### config.mk
export PLATFORM = sky130hd
export DESIGN_NAME = irq_distributor
export DESIGN_NICKNAME = d
export VERILOG_FILES = /design/src/rtl/irqd_pkg.sv /design/src/rtl/irqd_src_bank.sv /design/src/rtl/irqd_arbiter.sv /design/src/rtl/irqd_regif.sv /design/src/rtl/irq_distributor.sv
export SDC_FILE = /design/constraint.sdc
export NUM_CORES = 2
export LEC_CHECK = 0
export BUFFER_PORTS_ARGS = -buffer_cell sky130_fd_sc_hd__buf_2
export CELL_PAD_IN_SITES_DETAIL_PLACEMENT = 1
export CELL_PAD_IN_SITES_GLOBAL_PLACEMENT = 1
export CORE_MARGIN = 3
export CORE_UTILIZATION = 32
export DETAILED_ROUTE_END_ITERATION = 8
export GPL_TIMING_DRIVEN = 1
export PLACE_DENSITY_LB_ADDON = 0.1
export SLEW_MARGIN = 20
export SYNTH_ARGS = -nofsm -noshare
export SYNTH_HDL_FRONTEND = slang
export SYNTH_SLANG_ARGS = --single-unit
### constraint.sdc
create_clock -name clk -period 146.2 [get_ports clk]
set_input_delay 14.62 -clock clk [delete_from_list [all_inputs] [get_ports clk]]
set_output_delay 14.62 -clock clk [all_outputs]
set_load 0.01 [all_outputs]
### src/rtl/irqd_pkg.sv
package irqd_pkg;
  localparam int unsigned ID_W   = 10;
  localparam int unsigned PRIO_W = 5;
  localparam int unsigned IDX_W  = 5;
  localparam logic [ID_W-1:0] SPURIOUS_ID = 10'd1023;

  typedef enum logic [3:0] {
    RG_NONE,
    RG_DCTRL,
    RG_CCTRL,
    RG_PMASK,
    RG_ACK,
    RG_EOI,
    RG_ENSET,
    RG_ENCLR,
    RG_CFG,
    RG_PRIO,
    RG_TGT
  } region_e;
endpackage

### src/rtl/irqd_src_bank.sv
module irqd_src_bank
  import irqd_pkg::*;
#(
  parameter int unsigned NUM_SRC = 64
) (
  input  logic                      clk,
  input  logic                      rst_n,
  input  logic [NUM_SRC-1:0]        src_in,
  input  logic                      wr_en,
  input  region_e                   wr_rg,
  input  logic [IDX_W-1:0]          wr_idx,
  input  logic [31:0]               wr_data,
  input  logic                      ack_fire,
  input  logic [ID_W-1:0]           ack_id,
  input  logic                      eoi_fire,
  input  logic [ID_W-1:0]           eoi_id,
  output logic [NUM_SRC-1:0]        en_q,
  output logic [NUM_SRC-1:0]        pend_q,
  output logic [NUM_SRC-1:0]        act_q,
  output logic [NUM_SRC*PRIO_W-1:0] prio_q,
  output logic [NUM_SRC*2-1:0]      cfg_rd,
  output logic [NUM_SRC*8-1:0]      tgt_rd
);

  for (genvar i = 0; i < NUM_SRC; i++) begin : g_src
    localparam int unsigned W4  = i / 4;
    localparam int unsigned B4  = i % 4;
    localparam int unsigned W16 = i / 16;
    localparam int unsigned B16 = i % 16;
    localparam int unsigned W32 = i / 32;
    localparam int unsigned B32 = i % 32;

    logic              en_r, en_d;
    logic              pend_r, pend_d;
    logic              act_r, act_d;
    logic              line_q;
    logic              edge_mode;
    logic [PRIO_W-1:0] prio_r, prio_d;
    logic              hit_ack, hit_eoi;

    assign hit_ack = ack_fire && (ack_id == ID_W'(i));
    assign hit_eoi = eoi_fire && (eoi_id == ID_W'(i));

    always_comb begin
      en_d = en_r;
      if (wr_en && wr_rg == RG_ENSET && wr_idx == IDX_W'(W32) && wr_data[B32])
        en_d = 1'b1;
      if (wr_en && wr_rg == RG_ENCLR && wr_idx == IDX_W'(W32) && wr_data[B32])
        en_d = 1'b0;
      prio_d = prio_r;
      if (wr_en && wr_rg == RG_PRIO && wr_idx == IDX_W'(W4))
        prio_d = wr_data[B4*8+3 +: PRIO_W];
      act_d = (act_r | hit_ack) & ~hit_eoi;
      if (edge_mode)
        pend_d = (pend_r & ~hit_ack) | (src_in[i] & ~line_q);
      else
        pend_d = src_in[i] & ~act_d;
    end

    always_ff @(posedge clk or negedge rst_n) begin
      if (!rst_n) begin
        en_r   <= 1'b0;
        pend_r <= 1'b0;
        act_r  <= 1'b0;
        line_q <= 1'b0;
        prio_r <= '0;
      end else begin
        en_r   <= en_d;
        pend_r <= pend_d;
        act_r  <= act_d;
        line_q <= src_in[i];
        prio_r <= prio_d;
      end
    end

    if (i < 16) begin : g_fixed_cfg
      assign edge_mode = 1'b1;
      assign cfg_rd[2*i +: 2] = 2'b10;
    end else begin : g_prog_cfg
      logic edge_r, edge_d;
      always_comb begin
        edge_d = edge_r;
        if (wr_en && wr_rg == RG_CFG && wr_idx == IDX_W'(W16))
          edge_d = wr_data[2*B16+1];
      end
      always_ff @(posedge clk or negedge rst_n) begin
        if (!rst_n) edge_r <= 1'b0;
        else        edge_r <= edge_d;
      end
      assign edge_mode = edge_r;
      assign cfg_rd[2*i +: 2] = {edge_r, 1'b1};
    end

    if (i >= 32) begin : g_tgt
      logic [7:0] tgt_r, tgt_d;
      always_comb begin
        tgt_d = tgt_r;
        if (wr_en && wr_rg == RG_TGT && wr_idx == IDX_W'(W4))
          tgt_d = wr_data[B4*8 +: 8];
      end
      always_ff @(posedge clk or negedge rst_n) begin
        if (!rst_n) tgt_r <= '0;
        else        tgt_r <= tgt_d;
      end
      assign tgt_rd[8*i +: 8] = tgt_r;
    end else begin : g_no_tgt
      assign tgt_rd[8*i +: 8] = 8'h00;
    end

    assign en_q[i]                   = en_r;
    assign pend_q[i]                 = pend_r;
    assign act_q[i]                  = act_r;
    assign prio_q[i*PRIO_W +: PRIO_W] = prio_r;

    // an end-of-interrupt for this source leaves it inactive
    p_eoi_drops_active_r9 : assert property (@(posedge clk) disable iff (!rst_n)
      hit_eoi |=> !act_r);
  end

endmodule

### src/rtl/irqd_arbiter.sv
module irqd_arbiter
  import irqd_pkg::*;
#(
  parameter int unsigned NUM_SRC = 64
) (
  input  logic                      clk,
  input  logic                      rst_n,
  input  logic                      dist_en,
  input  logic [PRIO_W-1:0]         mask,
  input  logic [NUM_SRC-1:0]        en,
  input  logic [NUM_SRC-1:0]        pend,
  input  logic [NUM_SRC-1:0]        act,
  input  logic [NUM_SRC*PRIO_W-1:0] prio,
  output logic                      win_valid,
  output logic [ID_W-1:0]           win_id,
  output logic [PRIO_W-1:0]         win_prio
);

  logic [PRIO_W-1:0] parr [NUM_SRC];
  logic [NUM_SRC-1:0] elig;

  for (genvar i = 0; i < NUM_SRC; i++) begin : g_elig
    assign parr[i] = prio[i*PRIO_W +: PRIO_W];
    assign elig[i] = dist_en & en[i] & pend[i] & ~act[i] & (parr[i] < mask);
  end

  // strict compare while scanning upward keeps the lowest ID on a tie
  always_comb begin
    win_valid = 1'b0;
    win_id    = '0;
    win_prio  = '1;
    for (int i = 0; i < NUM_SRC; i++) begin
      if (elig[i] && (!win_valid || parr[i] < win_prio)) begin
        win_valid = 1'b1;
        win_id    = ID_W'(i);
        win_prio  = parr[i];
      end
    end
  end

  // a winner always lies strictly below the mask
  p_win_below_mask_r11 : assert property (@(posedge clk) disable iff (!rst_n)
    win_valid |-> (win_prio < mask));
  // no winner while the distributor is off
  p_no_win_when_off_r6 : assert property (@(posedge clk) disable iff (!rst_n)
    !dist_en |-> !win_valid);

endmodule

### src/rtl/irqd_regif.sv
module irqd_regif
  import irqd_pkg::*;
#(
  parameter int unsigned NUM_SRC = 64,
  parameter int unsigned ADDR_W  = 8
) (
  input  logic                      clk,
  input  logic                      rst_n,
  input  logic                      bus_we,
  input  logic                      bus_re,
  input  logic [ADDR_W-1:0]         bus_addr,
  input  logic [31:0]               bus_wdata,
  output logic [31:0]               bus_rdata,
  input  logic [NUM_SRC-1:0]        en_q,
  input  logic [NUM_SRC*PRIO_W-1:0] prio_q,
  input  logic [NUM_SRC*2-1:0]      cfg_rd,
  input  logic [NUM_SRC*8-1:0]      tgt_rd,
  input  logic                      win_valid,
  input  logic [ID_W-1:0]           win_id,
  output logic                      dist_en,
  output logic                      cpu_en,
  output logic [PRIO_W-1:0]         mask,
  output logic                      wr_en,
  output region_e                   wr_rg,
  output logic [IDX_W-1:0]          wr_idx,
  output logic                      ack_fire,
  output logic [ID_W-1:0]           ack_id,
  output logic                      eoi_fire,
  output logic [ID_W-1:0]           eoi_id
);

  localparam int unsigned N32 = NUM_SRC / 32;
  localparam int unsigned N16 = NUM_SRC / 16;
  localparam int unsigned N4  = NUM_SRC / 4;
  localparam int unsigned A_ENSET = 8;
  localparam int unsigned A_ENCLR = 12;
  localparam int unsigned A_CFG   = 16;
  localparam int unsigned A_PRIO  = 32;
  localparam int unsigned A_TGT   = 64;

  region_e          rg;
  logic [IDX_W-1:0] idx;
  logic [9:0]       sel;
  logic [NUM_SRC*8-1:0] prio8;
  logic             dist_d, cpu_d;
  logic [PRIO_W-1:0] mask_d;
  logic [31:0]      rd_d;

  for (genvar i = 0; i < NUM_SRC; i++) begin : g_p8
    assign prio8[8*i +: 8] = {prio_q[i*PRIO_W +: PRIO_W], 3'b000};
  end

  always_comb begin
    rg  = RG_NONE;
    idx = '0;
    if (bus_addr == ADDR_W'(0))      rg = RG_DCTRL;
    else if (bus_addr == ADDR_W'(1)) rg = RG_CCTRL;
    else if (bus_addr == ADDR_W'(2)) rg = RG_PMASK;
    else if (bus_addr == ADDR_W'(3)) rg = RG_ACK;
    else if (bus_addr == ADDR_W'(4)) rg = RG_EOI;
    else if (bus_addr >= ADDR_W'(A_ENSET) && bus_addr < ADDR_W'(A_ENSET + N32)) begin
      rg  = RG_ENSET;
      idx = IDX_W'(bus_addr - ADDR_W'(A_ENSET));
    end else if (bus_addr >= ADDR_W'(A_ENCLR) && bus_addr < ADDR_W'(A_ENCLR + N32)) begin
      rg  = RG_ENCLR;
      idx = IDX_W'(bus_addr - ADDR_W'(A_ENCLR));
    end else if (bus_addr >= ADDR_W'(A_CFG) && bus_addr < ADDR_W'(A_CFG + N16)) begin
      rg  = RG_CFG;
      idx = IDX_W'(bus_addr - ADDR_W'(A_CFG));
    end else if (bus_addr >= ADDR_W'(A_PRIO) && bus_addr < ADDR_W'(A_PRIO + N4)) begin
      rg  = RG_PRIO;
      idx = IDX_W'(bus_addr - ADDR_W'(A_PRIO));
    end else if (bus_addr >= ADDR_W'(A_TGT) && bus_addr < ADDR_W'(A_TGT + N4)) begin
      rg  = RG_TGT;
      idx = IDX_W'(bus_addr - ADDR_W'(A_TGT));
    end
  end

  assign sel      = {idx, 5'b00000};
  assign wr_en    = bus_we;
  assign wr_rg    = rg;
  assign wr_idx   = idx;
  assign ack_fire = bus_re && (rg == RG_ACK) && win_valid;
  assign ack_id   = win_id;
  assign eoi_fire = bus_we && (rg == RG_EOI) && (bus_wdata[ID_W-1:0] < ID_W'(NUM_SRC));
  assign eoi_id   = bus_wdata[ID_W-1:0];

  always_comb begin
    dist_d = dist_en;
    cpu_d  = cpu_en;
    mask_d = mask;
    if (bus_we && rg == RG_DCTRL) dist_d = bus_wdata[0];
    if (bus_we && rg == RG_CCTRL) cpu_d  = bus_wdata[0];
    if (bus_we && rg == RG_PMASK) mask_d = bus_wdata[7:3];
  end

  always_comb begin
    rd_d = 32'h0;
    case (rg)
      RG_DCTRL: rd_d = {31'h0, dist_en};
      RG_CCTRL: rd_d = {31'h0, cpu_en};
      RG_PMASK: rd_d = {24'h0, mask, 3'b000};
      RG_ACK:   rd_d = {22'h0, (win_valid ? win_id : SPURIOUS_ID)};
      RG_ENSET,
      RG_ENCLR: rd_d = en_q[sel +: 32];
      RG_CFG:   rd_d = cfg_rd[sel +: 32];
      RG_PRIO:  rd_d = prio8[sel +: 32];
      RG_TGT:   rd_d = tgt_rd[sel +: 32];
      default:  rd_d = 32'h0;
    endcase
  end

  always_ff @(posedge clk or negedge rst_n) begin
    if (!rst_n) begin
      dist_en   <= 1'b0;
      cpu_en    <= 1'b0;
      mask      <= '0;
      bus_rdata <= '0;
    end else begin
      dist_en <= dist_d;
      cpu_en  <= cpu_d;
      mask    <= mask_d;
      if (bus_re) bus_rdata <= rd_d;
    end
  end

  // read data holds when no read was issued
  p_rdata_hold_r12 : assert property (@(posedge clk) disable iff (!rst_n)
    !bus_re |=> $stable(bus_rdata));

endmodule

### src/rtl/irq_distributor.sv
module irq_distributor
  import irqd_pkg::*;
#(
  parameter int unsigned NUM_SRC = 64,
  parameter int unsigned ADDR_W  = 8
) (
  input  logic               clk,
  input  logic               rst_n,
  input  logic               bus_we,
  input  logic               bus_re,
  input  logic [ADDR_W-1:0]  bus_addr,
  input  logic [31:0]        bus_wdata,
  output logic [31:0]        bus_rdata,
  input  logic [NUM_SRC-1:0] irq_src,
  output logic               irq_out
);

  localparam int unsigned SRC_W = $clog2(NUM_SRC);

  logic [NUM_SRC-1:0]        en_q, pend_q, act_q;
  logic [NUM_SRC*PRIO_W-1:0] prio_q;
  logic [NUM_SRC*2-1:0]      cfg_rd;
  logic [NUM_SRC*8-1:0]      tgt_rd;
  logic                      win_valid;
  logic [ID_W-1:0]           win_id;
  logic [PRIO_W-1:0]         win_prio;
  logic                      dist_en, cpu_en;
  logic [PRIO_W-1:0]         mask;
  logic                      wr_en;
  region_e                   wr_rg;
  logic [IDX_W-1:0]          wr_idx;
  logic                      ack_fire, eoi_fire;
  logic [ID_W-1:0]           ack_id, eoi_id;
  logic                      irq_d, irq_q;
  logic [SRC_W-1:0]          ack_sel;

  irqd_regif #(.NUM_SRC(NUM_SRC), .ADDR_W(ADDR_W)) u_regif (
    .clk(clk), .rst_n(rst_n),
    .bus_we(bus_we), .bus_re(bus_re), .bus_addr(bus_addr),
    .bus_wdata(bus_wdata), .bus_rdata(bus_rdata),
    .en_q(en_q), .prio_q(prio_q), .cfg_rd(cfg_rd), .tgt_rd(tgt_rd),
    .win_valid(win_valid), .win_id(win_id),
    .dist_en(dist_en), .cpu_en(cpu_en), .mask(mask),
    .wr_en(wr_en), .wr_rg(wr_rg), .wr_idx(wr_idx),
    .ack_fire(ack_fire), .ack_id(ack_id),
    .eoi_fire(eoi_fire), .eoi_id(eoi_id)
  );

  irqd_src_bank #(.NUM_SRC(NUM_SRC)) u_bank (
    .clk(clk), .rst_n(rst_n), .src_in(irq_src),
    .wr_en(wr_en), .wr_rg(wr_rg), .wr_idx(wr_idx), .wr_data(bus_wdata),
    .ack_fire(ack_fire), .ack_id(ack_id),
    .eoi_fire(eoi_fire), .eoi_id(eoi_id),
    .en_q(en_q), .pend_q(pend_q), .act_q(act_q),
    .prio_q(prio_q), .cfg_rd(cfg_rd), .tgt_rd(tgt_rd)
  );

  irqd_arbiter #(.NUM_SRC(NUM_SRC)) u_arb (
    .clk(clk), .rst_n(rst_n), .dist_en(dist_en), .mask(mask),
    .en(en_q), .pend(pend_q), .act(act_q), .prio(prio_q),
    .win_valid(win_valid), .win_id(win_id), .win_prio(win_prio)
  );

  assign irq_d = cpu_en & win_valid;

  always_ff @(posedge clk or negedge rst_n) begin
    if (!rst_n) irq_q <= 1'b0;
    else        irq_q <= irq_d;
  end

  assign irq_out = irq_q;
  assign ack_sel = ack_id[SRC_W-1:0];

  // the acknowledged source is active after the read
  p_ack_marks_active_r7 : assert property (@(posedge clk) disable iff (!rst_n)
    ack_fire |=> act_q[$past(ack_sel)]);
  // an acknowledge with no winner leaves active state alone
  p_spurious_keeps_state_r8 : assert property (@(posedge clk) disable iff (!rst_n)
    (bus_re && bus_addr == ADDR_W'(3) && !win_valid) |=> $stable(act_q));
  // a request needs both enables one cycle earlier
  p_irq_needs_enables_r6 : assert property (@(posedge clk) disable iff (!rst_n)
    irq_out |-> $past(dist_en && cpu_en));

endmodule

After elaboration in Yosys (flattened, before gate mapping)
Index checks and enable logic that the tools add are counted.
Storage, ports and cells
  word-level logic and storage cells: 2586
  output and inout port bits: 33
  flip-flop bits (word level): 920
  input bits: 108
Operators by class
  multiplexer cells: 388
  add/subtract/negate cells: 5
  $lt $le $gt $ge: 138
  bitwise logic cells: 929
  shift operators: 4
  equal/unequal tests: 155
  reductions and logical operators: 562
Operator list (count)
  $shiftx 512x11->32: 2
  $eq 10x6->1 const B: 64
  $lt 5x5->1: 127
  $and 1x1->1: 497
  $mux 5: 89
  $logic_and 1x1->1: 367
  $eq 10x5->1 const B: 32
  $not 1->1: 304
  $pmux 32 s8: 1
  $mux 1: 241
  $mux 6: 32
  $eq 10x4->1 const B: 16
  $or 1x1->1: 128
  $reduce_bool 2->1: 64
  $shiftx 128x11->32: 1
  $eq 10x3->1 const B: 8
  $mux 4: 18
  $shiftx 64x11->32: 1
  $logic_not 1->1: 63
  $logic_or 1x1->1: 63
  $eq 10x2->1 const B: 4
  $eq 5x4->1 const B: 8
  $eq 10x1->1 const B: 2
  $eq 5x3->1 const B: 4
  other kinds (28): 45

Logic depth before layout (Yosys ltp)
  depth in word-level cells: 264
  mapped depth: 556

Hierarchy
From an unflattened synthesis, not the netlist that was laid out.
Second synthesis, totals
  cells, all modules: 8109
  area total of the unflattened synthesis: 74191.2 um2
By module, submodules not included
  irqd_src_bank: instances 1, seq. area each 22021.1 um2, cells an instance 2945, area an instance 38415.6 um2
  irqd_arbiter: instances 1, seq. area each 0.0 um2, cells an instance 3528, area an instance 24542.3 um2
  irqd_regif: instances 1, seq. area each 975.9 um2, cells an instance 1634, area an instance 11202.0 um2
  irq_distributor: instances 1, seq. area each 25.0 um2, cells an instance 2, area an instance 31.3 um2

Worst setup path after synthesis
No wires, ideal clock.
  path type: flip-flop to flip-flop
  from: reg u_regif.mask[2]
  to: reg u_bank.g_src[19].act_r
  stages on the path, launching flop included: 509
  library setup time: 0.077 ns
  path buffers: 25
  data required time: 146.123 ns
  setup slack: 49.279 ns
  arrival: 96.844 ns
  period minus slack after synthesis: 96.921 ns
  cells stage by stage: dfrtp_1 > inv_1 > ha_1 > a21o_1 > a31oi_1 > o21ai_1 > nor2_1 > ha_1 > o22ai_1 > a221oi_4 > o22a_2 > buf_6 > nor2_1 > a21oi_1 > inv_1 > ha_1 > inv_1 > o31a_2 > [473 not listed] > nand2b_1 > or3_1 > a21oi_4 > a21boi_4 > buf_1 > mux2_1 > ha_1 > a21o_1 > a21o_1 > a21oi_1 > and4b_2 > and3_2 > nand3_4 > o211ai_2 > or3_1 > buf_6 > o31a_1 > a21oi_1
On the way
  word-level cells in the longest chain between the ends: 259
  elaborated cells on any way between the ends: 575
  those cells by class: 127 x order compare; 1 x eq/ne; 190 x mux; 66 x bitwise; 191 x reduce/logical
Ends and longest elaborated chain
  start, declared: line irqd_regif.sv:22  | output logic [PRIO_W-1:0] mask,
  start signal, assigned: line irqd_regif.sv:122  | mask <= mask_d;
  $lt 5x5->1: line irqd_arbiter.sv:24  | assign elig[i] = dist_en & en[i] & pend[i] & ~act[i] & (parr[i] < mask);
  $and 1x1->1: line irqd_arbiter.sv:24
  $mux 5 / $mux 1 (equally long branches): line irqd_arbiter.sv:33  | if (elig[i] && (!win_valid || parr[i] < win_prio)) begin
  $lt 5x5->1 / $logic_not 1->1 (equally long branches): line irqd_arbiter.sv:33
  $logic_or 1x1->1: line irqd_arbiter.sv:33
  $logic_and 1x1->1: line irqd_arbiter.sv:33
  $mux 5 / $mux 1 (equally long branches): line irqd_arbiter.sv:33
  $lt 5x5->1 / $logic_not 1->1 (equally long branches): line irqd_arbiter.sv:33
  [244 not listed]
  $logic_or 1x1->1: line irqd_arbiter.sv:33
  $logic_and 1x1->1: line irqd_arbiter.sv:33
  $mux 6 / $mux 1 (equally long branches): line irqd_arbiter.sv:33
  $eq 10x5->1 / $logic_and 1x1->1 (equally long branches): line irqd_src_bank.sv:41, irqd_regif.sv:83
  $logic_and 1x1->1 *: line irqd_src_bank.sv:41  | assign hit_ack = ack_fire && (ack_id == ID_W'(i));
  $or 1x1->1 *: line irqd_src_bank.sv:53  | act_d = (act_r | hit_ack) & ~hit_eoi;
  $and 1x1->1 *: line irqd_src_bank.sv:53
  named net u_bank.g_src[19].act_d: line irqd_src_bank.sv:35  | logic act_r, act_d;
  end signal, assigned: line irqd_src_bank.sv:70  | act_r <= act_d;
  end, declared: line irqd_src_bank.sv:35
Mark *: on every way through the listed nets, which the timed path passes. The rest lies on a longest branch.
A chain may end at the register's enable or synchronous reset.

Worst setup path after layout
  from: reg u_regif.mask[4]
  to: reg u_bank.g_src[4].pend_r
On the way
  word-level cells in the longest chain between the ends: 260
  elaborated cells on any way between the ends: 576
  those cells by class: 127 x order compare; 1 x eq/ne; 190 x mux; 67 x bitwise; 191 x reduce/logical
Ends and longest elaborated chain
  $lt 5x5->1: line irqd_arbiter.sv:24
  $and 1x1->1: line irqd_arbiter.sv:24
  $mux 5 / $mux 1 (equally long branches): line irqd_arbiter.sv:33
  $lt 5x5->1 / $logic_not 1->1 (equally long branches): line irqd_arbiter.sv:33
  $logic_or 1x1->1: line irqd_arbiter.sv:33
  $logic_and 1x1->1: line irqd_arbiter.sv:33
  $mux 5 / $mux 1 (equally long branches): line irqd_arbiter.sv:33
  $lt 5x5->1 / $logic_not 1->1 (equally long branches): line irqd_arbiter.sv:33
  [245 not listed]
  $logic_and 1x1->1: line irqd_arbiter.sv:33
  $mux 6 / $mux 1 (equally long branches): line irqd_arbiter.sv:33
  $eq 10x3->1 / $logic_and 1x1->1 (equally long branches): line irqd_src_bank.sv:41, irqd_regif.sv:83
  $logic_and 1x1->1 *: line irqd_src_bank.sv:41
  $not 1->1 *: line irqd_src_bank.sv:55  | pend_d = (pend_r & ~hit_ack) | (src_in[i] & ~line_q);
  $and 1x1->1 *: line irqd_src_bank.sv:55
  $or 1x1->1 *: line irqd_src_bank.sv:55
  named net u_bank.g_src[4].pend_d: line irqd_src_bank.sv:34  | logic pend_r, pend_d;
  end signal, assigned: line irqd_src_bank.sv:69  | pend_r <= pend_d;
  end, declared: line irqd_src_bank.sv:34
Marks and branches as above.

==> metrics.txt <==
status complete, but fails checks; failing checks max-capacitance violations; ranking of synthesized cells by area dfrtp_1, mux2_2, ha_1, nand2_1, o21ai_0; layout cells sized above 1 0.217; Distinct cells, synth 191; # fillers 23.7k; Post-Synth XOR/XNOR Area 0.00350; Avg Cell Area, Syn 9.29 µm²; Layout area overhead 11.1%; Synth async-reset ratio 1.00; initial antenna violation count 34; multiplexer share of the synthesized area 0.136; Worst path max stage delay 980 ps; Min-Delay Path Class flop to flop; vias in the first global route 61.7k; CP max-delay cell nor3_1; largest net degree at the start of global routing 138; Routed Wire Length 354,000 µm; Net count, final 7,666; worst-margin pin slew 1470 ps; Leak 33.2 nW; Final period util 0.779; Simple-Gate Fraction of Synth Area 0.163; clock-pin slew on the worst setup and hold paths 70 ps; grt total ovfl 0; Fmax 8.78 MHz; ANT nets after route 0; hold buffers post-CTS 0; DRC errors left 0; r2r setup slk 32,350 ps; DRT Pass-1 Iters 6; Synth Area in Compound Gates 0.229; Yosys top cell area share 0.345; adder-cell area share of the yosys netlist 0.0783; max-cap violations 1; area of the multi-input gates 0.0408 mm²; Util after Layout 0.358; WL per Instance 35.2 µm; synthesized cell area 0.0668 mm²; Final Setup Violations 0; Buf/Inv on CP 27; largest family of logic cells by synthesized area compound AO/OA/AOI/OAI gates; r2r endpoint u_bank.g_src[4].pend_r; PwrDens 9.23 mW/mm²; worst-path maximum fanout 17; Global Route Usage Sum 0.320; Die W 463 µm; reg-to-reg critical path startpoint u_regif.mask[4]; Initial Util 0.322; Max-slew headroom 0.0106; Final Max Tran Viols 0; ys flop type dfrtp_1; Final Hold Viols 0; Synth Instances 7,185; Worst EP arrival 114,470 ps; number of buffers added on ports 140; Worst R2R Path Depth 489; Root Driver clkbuf_16; Post-CTS Resized 0; worst vdd ir 0.00000975 V; H-tree depth 3; # rows 167; vias 62.3k; Tmin final 113,850 ps; area of the core 0.207 mm²; Crit path top cell by count ha_1; number of cells on the critical path 489; worst setup path end u_bank.g_src[4].pend_r; EDFF count, synth 0; RePlAce Congestion 0.975; DP HPWL 262,000 µm; worst setup path startpoint u_regif.mask[4]; kind of critical path flop to flop; Syn Nets 7,685; synthesis warning total 0; worst skew pair latency 820 ps; die area 0.214 mm²; first-pass GRT wire length 495,000 µm; Final TNS setup 0 ps; CTS max path bufs 3; clock sinks 920; Starting DRT DRC Count 5,932; delay-heaviest family, CP compound AO/OA/AOI/OAI gates; CP Capture Type flop; Num CTS Buffers 116; Worst Path Required 146,820 ps; CTS tree done; post-synthesis register bit count 920; sequential share of the synthesized area 0.345; Post-CTS Setup Bufs 0; crit start category flop; unrepaired setup endpoints after global routing no; Die H 463 µm; leading area contributor after synthesis dfrtp_1; vias per cell 6.18; clk_skew 70.7 ps; Sequential Area 0.0230 mm²; Ports 141
[per-stage QoR]
| step | cell area [µm²] | std cells | power [mW] | hold slack, ps | setup slack [ps] |
|---|---|---|---|---|---|
| after global placement | 69900 | 9836 | 0.364 | 405 | 36800 |
| after floorplan | 66800 | 7185 | 0.317 | 392 | 49280 |
| after global routing | 74100 | 10100 | 0.706 | 425 | 22900 |
| after CTS | 74100 | 10100 | 0.687 | 413 | 33190 |
| after detailed placement | 69900 | 9836 | 0.365 | 404 | 33460 |
| final | 74200 | 10100 | 0.684 | 399 | 32350 |
[registers in the layout (all words and copies together) (netlist names)]
register / flops
u_bank.g_src.g_tgt.tgt_r: 256
u_bank.g_src.pend_r: 64
u_regif.bus_rdata: 32
u_regif.mask: 5
u_bank.g_src.prio_r: 320
u_bank.g_src.en_r: 64
u_regif.cpu_en: 1
u_bank.g_src.line_q: 64
irq_out: 1
u_bank.g_src.act_r: 64
u_bank.g_src.edge_mode: 48
u_regif.dist_en: 1
[routing by layer]
layer	vias to the layer above	track usage	wire length, µm
met1	32600	0.425	152000
met3	603	0.0400	20500
met2	2294	0.511	161000
li1	26800	-	-
met4	2	0.164	21400
met5	-	0	19
[cells in the final DEF (no fill, tap or decap), types with 65 or more instances in the layout]
| cell type | netlist | layout |
|---|---|---|
| o21ai_0 | 476 | 473 |
| o21ai_1 | 70 | 73 |
| nor3_1 | 183 | 179 |
| nand3_1 | 181 | 180 |
| a21o_1 | 95 | 95 |
| o22ai_1 | 84 | 84 |
| clkbuf_16 | 0 | 116 |
| inv_1 | 247 | 243 |
| ha_1 | 392 | 392 |
| o211ai_1 | 65 | 65 |
| mux2_2 | 630 | 630 |
| a221oi_1 | 178 | 178 |
| buf_2 | 11 | 132 |
| dfrtp_1 | 920 | 918 |
| mux2i_1 | 160 | 160 |
| nand2b_1 | 76 | 75 |
| buf_4 | 20 | 126 |
| a31oi_1 | 73 | 73 |
| nor2_1 | 469 | 461 |
| nand2_1 | 787 | 778 |
| a22oi_1 | 126 | 125 |
| a21oi_1 | 339 | 339 |
| nor2b_1 | 79 | 79 |
[cell type report]
class	count	share of cell area
sequential	920	0.310
clock inverter	50	0.0111
clock buffer	171	0.0457
multi-input combinational	5619	0.550
timing repair buffer	260	0.0221
tap	2788	0.0470
antenna	18	0.000607
inverter	249	0.0127
[synthesized netlist by cell type (20+ instances only)]
cell,n
o31ai_1,26
or3_1,34
buf_6,28
buf_1,37
and2_1,27
inv_1,247
dfrtp_1,920
o2bb2ai_1,24
nand3_1,181
o21a_1,64
a21o_1,95
buf_4,20
o211ai_1,65
nor2_1,469
and3_1,30
nor3_1,183
o221ai_1,25
mux2i_1,160
o21ai_1,70
nand2_1,787
o21ai_0,476
a221oi_1,178
a21oi_1,339
clkbuf_1,262
nand4_1,55
nand2b_1,76
or2_2,53
a31oi_1,73
o22ai_1,84
a211oi_1,37
mux2_2,630
nor2b_1,79
a21o_2,25
maj3_1,29
a22oi_1,126
ha_1,392
[worst min path at each step]
stage	cells past startpoint	end	slack (ps)	from
after floorplan	1	u_bank.g_src[11].pend_r	390	u_bank.g_src[11].line_q
after global placement	1	u_bank.g_src[12].pend_r	400	u_bank.g_src[12].line_q
after detailed placement	1	u_bank.g_src[11].pend_r	400	u_bank.g_src[11].line_q
after CTS	1	u_bank.g_src[11].pend_r	410	u_bank.g_src[11].line_q
after global routing	1	u_bank.g_src[8].pend_r	420	u_bank.g_src[8].line_q
final	1	u_bank.g_src[8].pend_r	400	u_bank.g_src[8].line_q
[worst reg2reg max path, delay by kind of cell, from the launching register on]
kind | cells | cell delay, ps
flip-flops | 1 | 400
AND/OR/NAND/NOR | 152 | 29860
adder cells (fa/ha/maj) | 68 | 20320
AO/OA/AOI/OAI | 225 | 55300
multiplexers | 17 | 5090
buffers and inverters | 27 | 2640
[power breakdown]
group / internal (mW) / switching [mW]
clock network: 0.191 / 0.131
registers: 0.261 / 0.0146
logic: 0.0254 / 0.0611
total: 0.478 / 0.207
[logic make-up (layout without fill, tap and decap cells)]
family	after synthesis	in the layout
XOR/XNOR	25	25
flip-flops	920	920
AO/OA/AOI/OAI	2130	2130
multiplexers	816	816
AND/OR/NAND/NOR	2224	2224
buffers and inverters	646	730
adder cells (fa/ha/maj)	424	424
other	0	18
Note: power is estimated with default switching activity, not from simulation.
